<file path="config.mk">
export PLATFORM = sky130hd
export DESIGN_NAME = mlc_line_ctrl
export DESIGN_NICKNAME = d
export VERILOG_FILES = /design/src/rtl/mlc_pkg.sv /design/src/rtl/mlc_gate.sv /design/src/rtl/mlc_next.sv /design/src/rtl/mlc_line_store.sv /design/src/rtl/mlc_line_ctrl.sv
export SDC_FILE = /design/constraint.sdc
export NUM_CORES = 1
export LEC_CHECK = 0
export BUFFER_PORTS_ARGS = -buffer_cell sky130_fd_sc_hd__buf_2
export CAP_MARGIN = 10
export CORE_AREA = 10 10 190 192
export CTS_CLUSTER_SIZE = 20
export DETAILED_ROUTE_END_ITERATION = 10
export DIE_AREA = 0 0 200 202
export GPL_ROUTABILITY_DRIVEN = 0
export GPL_TIMING_DRIVEN = 0
export PLACE_DENSITY_LB_ADDON = 0.3
export SYNTH_ARGS = -nofsm -noshare
export SYNTH_HDL_FRONTEND = slang
export SYNTH_HIERARCHICAL = 1
export SYNTH_SLANG_ARGS = --single-unit
</file>
<file path="constraint.sdc">
create_clock -name clk -period 3.45 [get_ports clk]
set_input_delay 0.69 -clock clk [delete_from_list [all_inputs] [get_ports clk]]
set_output_delay 0.69 -clock clk [all_outputs]
set_load 0.03 [all_outputs]
</file>
<file path="src/rtl/mlc_pkg.sv">
package mlc_pkg;

   typedef enum logic [2:0] {
      ST_I    = 3'd0,
      ST_S    = 3'd1,
      ST_E    = 3'd2,
      ST_M    = 3'd3,
      ST_RD   = 3'd4,
      ST_WR   = 3'd5,
      ST_WB   = 3'd6,
      ST_SINK = 3'd7
   } lstate_e;

   localparam logic [1:0] RQ_LOAD  = 2'd0;
   localparam logic [1:0] RQ_STORE = 2'd1;
   localparam logic [1:0] RQ_EVICT = 2'd2;

   localparam logic [1:0] RS_DATA  = 2'd0;
   localparam logic [1:0] RS_XDATA = 2'd1;
   localparam logic [1:0] RS_WBACK = 2'd2;

   localparam logic [1:0] PB_INV   = 2'd0;
   localparam logic [1:0] PB_GETS  = 2'd1;
   localparam logic [1:0] PB_GETX  = 2'd2;

   localparam logic [1:0] OQ_GETS  = 2'd0;
   localparam logic [1:0] OQ_GETX  = 2'd1;
   localparam logic [1:0] OQ_PUTX  = 2'd2;

   typedef struct packed {
      logic       oreq;
      logic [1:0] okind;
      logic       iack;
      logic       unblk;
      logic       unblk_x;
      logic       fwd;
      logic       idata;
      logic       idata_x;
      logic       idata_fill;
      logic       alloc;
      logic       fill;
      logic       free;
   } act_t;

endpackage

</file>
<file path="src/rtl/mlc_gate.sv">
module mlc_gate
   import mlc_pkg::*;
(
   input  lstate_e state,
   input  logic    req_valid,
   input  logic    rsp_valid,
   input  logic    prb_valid,
   output logic    req_take,
   output logic    rsp_take,
   output logic    prb_take,
   output logic    req_ready,
   output logic    prb_ready
);
   logic stable;
   logic read_or_own_pending;

   always_comb begin
      stable              = (state == ST_I) || (state == ST_S) ||
                            (state == ST_E) || (state == ST_M);
      read_or_own_pending = (state == ST_RD) || (state == ST_WR);
      rsp_take  = rsp_valid;
      prb_ready = !rsp_valid && !read_or_own_pending;
      prb_take  = prb_valid && prb_ready;
      req_ready = stable && !rsp_valid && !prb_valid;
      req_take  = req_valid && req_ready;
   end
endmodule

</file>
<file path="src/rtl/mlc_next.sv">
module mlc_next
   import mlc_pkg::*;
(
   input  lstate_e    state,
   input  logic       rsp_take,
   input  logic [1:0] rsp_kind,
   input  logic       rsp_peer,
   input  logic       prb_take,
   input  logic [1:0] prb_kind,
   input  logic       req_take,
   input  logic [1:0] req_kind,
   output lstate_e    nxt,
   output act_t       act
);
   always_comb begin
      nxt = state;
      act = '0;
      if (rsp_take) begin
         unique case (rsp_kind)
            RS_DATA: if (state == ST_RD) begin
               nxt = ST_S; act.fill = 1'b1; act.idata = 1'b1;
               act.idata_fill = 1'b1; act.unblk = rsp_peer;
            end
            RS_XDATA: if (state == ST_RD || state == ST_WR) begin
               nxt = (state == ST_RD) ? ST_E : ST_M;
               act.fill = 1'b1; act.idata = 1'b1; act.idata_x = 1'b1;
               act.idata_fill = 1'b1; act.unblk = 1'b1; act.unblk_x = 1'b1;
            end
            RS_WBACK: if (state == ST_WB || state == ST_SINK) begin
               nxt = ST_I; act.free = 1'b1;
            end
            default: ;
         endcase
      end else if (prb_take) begin
         unique case (prb_kind)
            PB_INV: begin
               act.iack = 1'b1;
               if (state == ST_S || state == ST_E || state == ST_M) begin
                  nxt = ST_I; act.free = 1'b1;
               end else if (state == ST_WB) begin
                  nxt = ST_SINK;
               end
            end
            PB_GETS: if (state == ST_E || state == ST_M || state == ST_WB) begin
               act.fwd = 1'b1;
               if (state != ST_WB) nxt = ST_S;
            end
            PB_GETX: begin
               if (state == ST_E || state == ST_M) begin
                  act.fwd = 1'b1; nxt = ST_I; act.free = 1'b1;
               end else if (state == ST_WB) begin
                  act.fwd = 1'b1; nxt = ST_SINK;
               end else if (state == ST_S) begin
                  act.iack = 1'b1; nxt = ST_I; act.free = 1'b1;
               end
            end
            default: ;
         endcase
      end else if (req_take) begin
         unique case (req_kind)
            RQ_LOAD: if (state == ST_I) begin
               nxt = ST_RD; act.oreq = 1'b1; act.okind = OQ_GETS; act.alloc = 1'b1;
            end else begin
               act.idata = 1'b1; act.idata_x = (state != ST_S);
            end
            RQ_STORE: if (state == ST_I) begin
               nxt = ST_WR; act.oreq = 1'b1; act.okind = OQ_GETX; act.alloc = 1'b1;
            end else if (state == ST_S) begin
               nxt = ST_WR; act.oreq = 1'b1; act.okind = OQ_GETX;
            end else if (state == ST_E) begin
               nxt = ST_M;
            end
            RQ_EVICT: if (state == ST_S) begin
               nxt = ST_I; act.free = 1'b1;
            end else if (state == ST_E || state == ST_M) begin
               nxt = ST_WB; act.oreq = 1'b1; act.okind = OQ_PUTX;
            end
            default: ;
         endcase
      end
   end
endmodule

</file>
<file path="src/rtl/mlc_line_store.sv">
module mlc_line_store #(
   parameter int DATA_W       = 64,
   parameter bit ZERO_ON_FREE = 1'b0
) (
   input  logic              clk,
   input  logic              rst_n,
   input  logic              fill,
   input  logic [DATA_W-1:0] fill_data,
   input  logic              wb_valid,
   input  logic              wb_dirty,
   input  logic [DATA_W-1:0] wb_data,
   input  logic              free,
   output logic [DATA_W-1:0] data,
   output logic              dirty
);
   logic wb_take;
   assign wb_take = wb_valid && wb_dirty;

   always_ff @(posedge clk) begin
      if (!rst_n)           dirty <= 1'b0;
      else if (free)        dirty <= 1'b0;
      else if (fill)        dirty <= 1'b0;
      else if (wb_take)     dirty <= 1'b1;
   end

   generate
      if (ZERO_ON_FREE) begin : g_zero
         always_ff @(posedge clk) begin
            if (!rst_n)       data <= '0;
            else if (free)    data <= '0;
            else if (fill)    data <= fill_data;
            else if (wb_take) data <= wb_data;
         end
      end else begin : g_hold
         always_ff @(posedge clk) begin
            if (!rst_n)       data <= '0;
            else if (fill)    data <= fill_data;
            else if (wb_take && !free) data <= wb_data;
         end
      end
   endgenerate

   assert_clean_wb_keeps_R7: assert property (@(posedge clk) disable iff (!rst_n)
      (wb_valid && !wb_dirty && !fill && !free) |=> ($stable(data) && $stable(dirty)));
endmodule

</file>
<file path="src/rtl/mlc_line_ctrl.sv">
module mlc_line_ctrl
   import mlc_pkg::*;
#(
   parameter int ADDR_W       = 32,
   parameter int DATA_W       = 64,
   parameter bit ZERO_ON_FREE = 1'b0
) (
   input  logic              clk,
   input  logic              rst_n,
   input  logic              req_valid,
   input  logic [1:0]        req_kind,
   input  logic [ADDR_W-1:0] req_addr,
   output logic              req_ready,
   input  logic              wb_valid,
   input  logic              wb_dirty,
   input  logic [DATA_W-1:0] wb_data,
   input  logic              rsp_valid,
   input  logic [1:0]        rsp_kind,
   input  logic              rsp_peer,
   input  logic [DATA_W-1:0] rsp_data,
   input  logic              prb_valid,
   input  logic [1:0]        prb_kind,
   input  logic [ADDR_W-1:0] prb_addr,
   output logic              prb_ready,
   output logic              oreq_valid,
   output logic [1:0]        oreq_kind,
   output logic [ADDR_W-1:0] oreq_addr,
   output logic              oreq_has_data,
   output logic [DATA_W-1:0] oreq_data,
   output logic              unblk_valid,
   output logic              unblk_excl,
   output logic [ADDR_W-1:0] unblk_addr,
   output logic              iack_valid,
   output logic [ADDR_W-1:0] iack_addr,
   output logic              fwd_valid,
   output logic [DATA_W-1:0] fwd_data,
   output logic              idata_valid,
   output logic              idata_excl,
   output logic [DATA_W-1:0] idata_data,
   output logic [2:0]        line_state
);
   generate
      if (ADDR_W < 1 || DATA_W < 1) begin : g_bad_cfg
         initial $error("mlc_line_ctrl: ADDR_W and DATA_W must be positive");
      end
   endgenerate

   lstate_e           state_q, state_d;
   act_t              act;
   logic              req_take, rsp_take, prb_take;
   logic [ADDR_W-1:0] line_addr;
   logic [DATA_W-1:0] blk;
   logic              dirty;

   mlc_gate u_gate (
      .state(state_q), .req_valid(req_valid), .rsp_valid(rsp_valid),
      .prb_valid(prb_valid), .req_take(req_take), .rsp_take(rsp_take),
      .prb_take(prb_take), .req_ready(req_ready), .prb_ready(prb_ready)
   );

   mlc_next u_next (
      .state(state_q), .rsp_take(rsp_take), .rsp_kind(rsp_kind),
      .rsp_peer(rsp_peer), .prb_take(prb_take), .prb_kind(prb_kind),
      .req_take(req_take), .req_kind(req_kind), .nxt(state_d), .act(act)
   );

   mlc_line_store #(.DATA_W(DATA_W), .ZERO_ON_FREE(ZERO_ON_FREE)) u_store (
      .clk(clk), .rst_n(rst_n), .fill(act.fill), .fill_data(rsp_data),
      .wb_valid(wb_valid), .wb_dirty(wb_dirty), .wb_data(wb_data),
      .free(act.free), .data(blk), .dirty(dirty)
   );

   always_ff @(posedge clk) begin
      if (!rst_n) begin
         state_q   <= ST_I;
         line_addr <= '0;
      end else begin
         state_q <= state_d;
         if (act.alloc) line_addr <= req_addr;
      end
   end

   always_ff @(posedge clk) begin
      if (!rst_n) begin
         oreq_valid <= 1'b0; oreq_kind <= '0; oreq_addr <= '0;
         oreq_has_data <= 1'b0; oreq_data <= '0;
         unblk_valid <= 1'b0; unblk_excl <= 1'b0; unblk_addr <= '0;
         iack_valid <= 1'b0; iack_addr <= '0;
         fwd_valid <= 1'b0; fwd_data <= '0;
         idata_valid <= 1'b0; idata_excl <= 1'b0; idata_data <= '0;
      end else begin
         oreq_valid    <= act.oreq;
         oreq_kind     <= act.okind;
         oreq_addr     <= act.alloc ? req_addr : line_addr;
         oreq_has_data <= act.oreq && (act.okind == OQ_PUTX) && dirty;
         oreq_data     <= (act.oreq && (act.okind == OQ_PUTX) && dirty) ? blk : '0;
         unblk_valid   <= act.unblk;
         unblk_excl    <= act.unblk_x;
         unblk_addr    <= line_addr;
         iack_valid    <= act.iack;
         iack_addr     <= prb_addr;
         fwd_valid     <= act.fwd;
         fwd_data      <= blk;
         idata_valid   <= act.idata;
         idata_excl    <= act.idata_x;
         idata_data    <= act.idata_fill ? rsp_data : blk;
      end
   end

   assign line_state = state_q;

   assert_probe_held_in_read_R4: assert property (@(posedge clk) disable iff (!rst_n)
      (state_q == ST_RD && prb_valid) |-> !prb_ready);

   assert_req_stalled_transient_R11: assert property (@(posedge clk) disable iff (!rst_n)
      (req_valid && state_q inside {ST_RD, ST_WR, ST_WB, ST_SINK}) |-> !req_ready);

   assert_wback_frees_line_R9: assert property (@(posedge clk) disable iff (!rst_n)
      (state_q inside {ST_WB, ST_SINK} && rsp_valid && rsp_kind == RS_WBACK)
      |=> (line_state == 3'd0));

   assert_no_data_without_flag_R8: assert property (@(posedge clk) disable iff (!rst_n)
      (oreq_valid && !oreq_has_data) |-> (oreq_data == '0));

   assert_unblock_after_fill_R6: assert property (@(posedge clk) disable iff (!rst_n)
      unblk_valid |-> $past(state_q == ST_RD || state_q == ST_WR));

   assert_inv_in_idle_acks_R3: assert property (@(posedge clk) disable iff (!rst_n)
      (state_q == ST_I && prb_valid && prb_ready && prb_kind == PB_INV)
      |=> (iack_valid && line_state == 3'd0));
endmodule

</file>
# --- Word-level counts from Yosys, hierarchy flattened ---
# Cells that the tools add are included.
word_totals:
  wordCells: 159
  input_bits: 206
  regBits: 366
  out_inout_bits: 303
classes:
  reduce_logical: 36
  n_mux: 75
  n_eq_ne: 28
  bitwise_logic: 2
ops:
  columns: ["op", "n"]
  rows:
  - ["$mux 64", 3]
  - ["$mux 3", 27]
  - ["$pmux 3 s3", 4]
  - ["$mux 1", 27]
  - ["$pmux 1 s2", 7]
  - ["$reduce_and 14->1", 1]
  - ["$eq 3x3->1 const B", 4]
  - ["$mux 2", 6]
  - ["$logic_and 1x1->1", 9]
  - ["$logic_or 1x1->1", 9]
  - ["$ne 3x3->1 const B", 3]
  - ["$eq 2x2->1 const B", 4]
  - ["$ne 4x3->1 const B", 2]
  - ["$eq 2x1->1 const B", 3]
  - ["$eq 3x2->1 const B", 2]
  - ["$logic_not 2->1", 3]
  - ["$ne 6x4->1 const B", 1]
  - ["$ne 6x6->1 const B", 1]
  - ["$reduce_or 3->1", 2]
  - ["$ne 5x2->1 const B", 1]
  - ["$ne 5x3->1 const B", 1]
  - ["$ne 5x4->1 const B", 1]
  - ["$reduce_bool 5->1", 1]
  - ["$logic_not 1->1", 4]
  - ["13 further kinds", 15]

# --- Logic depth before layout (Yosys ltp) ---
depth:
  depth_word: 14
  mapped_depth: 11

# --- Cells and area by module ---
# Netlist, hierarchy kept.
modules_own_cells:
  columns: ["mod", "cells_each", "seq_area_each_um2", "area_per_inst_um2", "n_inst"]
  rows:
  - ["mlc_line_ctrl", 750, 6025.8, 9193.8, 1]
  - ["mlc_line_store", 296, 1301.2, 3168.0, 1]
  - ["mlc_next", 74, 0.0, 440.4, 1]
  - ["mlc_gate", 6, 0.0, 46.3, 1]

# --- Least setup slack after synthesis ---
# Ideal clock, no wire load.
synth_timing:
  kind: "in2reg"
  startpoint: "input rsp_valid"
  endpoint: "register u_store.data[0]"
  stages: 11
  t_required_ns: 3.334
  n_path_buf: 2
  setup_time_ns: 0.116
  slack_ns: 0.360
  arrival_ns: 2.974
  path_cell_list: "nor3_2 and2_1 or3b_4 nor2_1 nand4_1 o311ai_0 and3b_1 or2_1 buf_6 buf_6 o211a_1"
synth_rtl:
  columns: ["item", "line", "rtl"]
  rows:
  - ["start, declared", "mlc_line_ctrl.sv:17", "input logic rsp_valid,"]
  - ["end signal, assigned", "mlc_line_store.sv:37", "else if (fill) data <= fill_data;"]
  - ["end signal, assigned", "mlc_line_store.sv:38", "else if (wb_take && !free) data <= wb_data;"]
  - ["end, declared", "mlc_line_store.sv:13", "output logic [DATA_W-1:0] data,"]

==> reports/metrics.csv <==
stage,metric,value,unit
outcome,outcome,"finished, final reports clean",
clocking,clk_pin_slew,0.06,ns
timing,finClkSkew,0.0125,ns
power_and_ir_drop,leakage,8.56,nW
cells_and_area,regArea,7330,um^2
routing,vias,10400,
clocking,clockBufferDepth,3,
timing,finalSetupViolations,0,
timing,max_freq,309,MHz
timing,setup-tns-final,0,ns
global_routing,grt_pass1_vias,10700,
worst_setup_path,r2r_slack,0.22,ns
logic_synthesis,syn_inst,1126,
timing,slew_viol_final,0,
cells_and_area,fillCellCount,2952,
worst_setup_path,cp-endpoint,oreq_data[54],
worst_setup_path,worstReg2RegEnd,oreq_data[54],
clocking,cts_made_buffers,39,
timing,fin_crit,3.23,ns
floorplan,die_w,200,um
routing,initialDrtViolationCount,417,
clocking,cts-root-buf,clkbuf_16,
worst_setup_path,cp_max_fo,10,
clocking,ctsHoldBuffers,0,
place,place_hpwl,34900,um
routing,wl_per_cell,21.2,um
clocking,h-tree-depth,2,
routing,drtPass1Iterations,4,
worst_setup_path,reg2regPathDepth,9,
power_and_ir_drop,finalPower,9.43,mW
floorplan,fp.dieH,202,um
floorplan,pin_count,509,
clocking,clock_latency,0.52,ns
logic_synthesis,synth_edf_count,0,
cells_and_area,drive_gt1_frac,0.365,
logic_synthesis,synth_seq_area_share,0.570,
clocking,cts.sinks,366,
floorplan,floorplan.rows,66,
place,port_buffers,508,
logic_synthesis,synthDistinctLibCells,45,
place,pre_cts_slack,-0.388,ns
routing,ant_nets,0,
routing,drc_errors,0,
timing,hold_violations,0,
worst_setup_path,required,3.90,ns
timing,tightest_slew,0.919,ns
logic_synthesis,synth-seq-cells,366,
floorplan,core,32300,um^2
clocking,postCtsSetupBuffers,0,
logic_synthesis,synth-warning-count,6,
logic_synthesis,synth_area,12800,um^2
cells_and_area,area_growth_syn_to_layout,34.2,%
timing,setup_slack,0.217,ns
logic_synthesis,synth.avg_cell_area,11.4,um^2
routing,routed_via_density,4.82,
global_routing,overflow,0,
power_and_ir_drop,ir_drop,0.452,mV
worst_setup_path,setup.worst_path.start_class,flop,
worst_setup_path,crit_path_end_kind,flop,
worst_setup_path,r2r_start,line_state[2],
logic_synthesis,synth_flop_cell,dfxtp_1,
hold_path,hold_class,input pin to flop,
cells_and_area,fin_util,0.534,
power_and_ir_drop,power_density,547,nW/um^2
worst_setup_path,path_class,flop to flop,
global_routing,grt_usage,0.214,
timing,relSlewSlack,0.387,
worst_setup_path,arrival,3.68,ns
cells_and_area,final_nets,1885,
cells_and_area,multiInputGateArea,4920,um^2
global_routing,antenna_found_initial,7,
cells_and_area,instances_no_fill,2152,
logic_synthesis,synthArstFlopShare,0,
timing,min_period_over_period,0.937,
floorplan,start_util,0.398,
routing,drt_wl_total,45600,um
run,maxCapViolCount,0,
worst_setup_path,startpoint,line_state[2],
logic_synthesis,synth.net_count,1336,
timing,rsz0062_at_grt,no,
clocking,cts_tree,yes,
global_routing,grt_pass1_wl,66200,um
place,place_inst,2076,
floorplan,dieArea,40400,um^2
global_routing,grt_max_degree,14,
[report_power, final]
| group | total, mW | switching [mW] | leakage [nW] | internal, mW |
|---|---|---|---|---|
| clock | 4.19 | 1.65 | 0.635 | 2.53 |
| sequential | 4.46 | 0.0862 | 2.98 | 4.37 |
| combinational | 0.787 | 0.479 | 4.94 | 0.308 |
[per-layer routing]
layer / share of wire / routed length (um) / GRT usage / vias to the layer above
li1: - / - / - / 4947
met1: 0.40 / 18100 / 0.249 / 4904
met2: 0.49 / 22300 / 0.367 / 435
met3: 0.087 / 3960 / 0.0596 / 81
met4: 0.027 / 1220 / 0.0714 / 0
met5: 0 / 0 / 0 / -
[kinds of logic (layout without fill, tap and decap cells)]
group                      Yosys count  in the layout  synth area share
other                                0              8                 0
AOI/OAI and AO/OA                  150            150            0.0863
muxes                              160            160             0.125
buffers and inverters               98            674            0.0470
DFF                                366            366             0.570
adders and majority gates            4              4           0.00390
and+or+nand+nor                    348            348             0.168
[worst min path at each step]
| stage | cells past startpoint | to | startpoint |
|---|---|---|---|
| floorplan | 1 | fwd_data[0] | u_store/data[0] |
| global placement | 1 | unblk_addr[1] | oreq_addr[1] |
| detailed placement | 1 | unblk_addr[1] | oreq_addr[1] |
| CTS | 2 | iack_addr[8] | prb_addr[8] |
| global route | 2 | iack_addr[26] | prb_addr[26] |
| finish | 2 | iack_addr[11] | prb_addr[11] |
[repair_timing]
item / 4_1_cts / 5_1_grt
endpoints found under the setup margin: 10 / 0
hold endpoints to repair: 0 / 0
gates resized for setup: 1 / 0
[worst max-delay path, cell delays in order (launching register included)]
cell and delay, ns:
dfxtp_1 0.49, nor2b_1 0.25, nor3b_2 0.09, or3b_4 0.41, nor2_1 0.14, nand2_1 0.08, nor3_1 0.56, clkbuf_2 0.48
clkbuf_1 0.43, and3_1 0.23
[synthesized netlist by cell type (all sizes together), types with 6 or more instances]
master,n,area [um^2]
mux2i,160,1600
buf,39,369
nor3,6,35.0
o21ai,67,335
and3,65,407
dfxtp,366,7330
o211a,64,641
nor2b,99,619
inv,7,26.3
nor2,12,45.0
and2,143,895
clkbuf,52,209
[sequential cells by signal, indices dropped and copies added (netlist names)]
name and count:
fwd_data 64, idata_data 64, oreq_data 64, u_store/data 64, iack_addr 32, oreq_addr 32
unblk_addr 32, line_state 3, oreq_kind 2, fwd_valid 1, iack_valid 1, idata_excl 1
idata_valid 1, oreq_has_data 1, oreq_valid 1, u_store/dirty 1, unblk_excl 1, unblk_valid 1
[cell type report]
class / instances / area share
clock buffer: 55 / 0.0641
sequential: 366 / 0.425
clock inverter: 13 / 0.0100
multi-input combinational: 662 / 0.285
inverter: 7 / 0.00152
timing repair buffer: 508 / 0.147
tap: 442 / 0.0321
buffer: 91 / 0.0336
antenna: 8 / 0.00116
[through the flow]
| stage | cell area, um^2 | hold WS, ns |
|---|---|---|
| 3_3_place_gp | 15900 | 0.458 |
| 2_1_floorplan | 12800 | 0.467 |
| 4_1_cts | 17200 | 0.364 |
| 3_5_place_dp | 15900 | 0.466 |
| 6_report | 17200 | 0.383 |
| 5_1_grt | 17200 | 0.371 |
[cell usage in the layout (no fill, tap or decap), types with 4 or more instances in the layout]
cell and instances:
bufinv_16 4, inv_1 7, nor2_1 12, a31oi_1 4, dfxtp_1 366, nand2_1 4
clkbuf_8 7, a21oi_1 4, clkinv_2 7, diode_2 8, nor3_1 5, o211a_1 64
clkbuf_1 49, mux2i_1 160, buf_4 12, ha_1 4, and2_1 143, clkbuf_16 39
o21ai_0 66, buf_2 514, buf_6 19, nor2b_1 99, clkbuf_2 12, and3_1 65
Note: power is estimated with default switching activity, not from simulation.
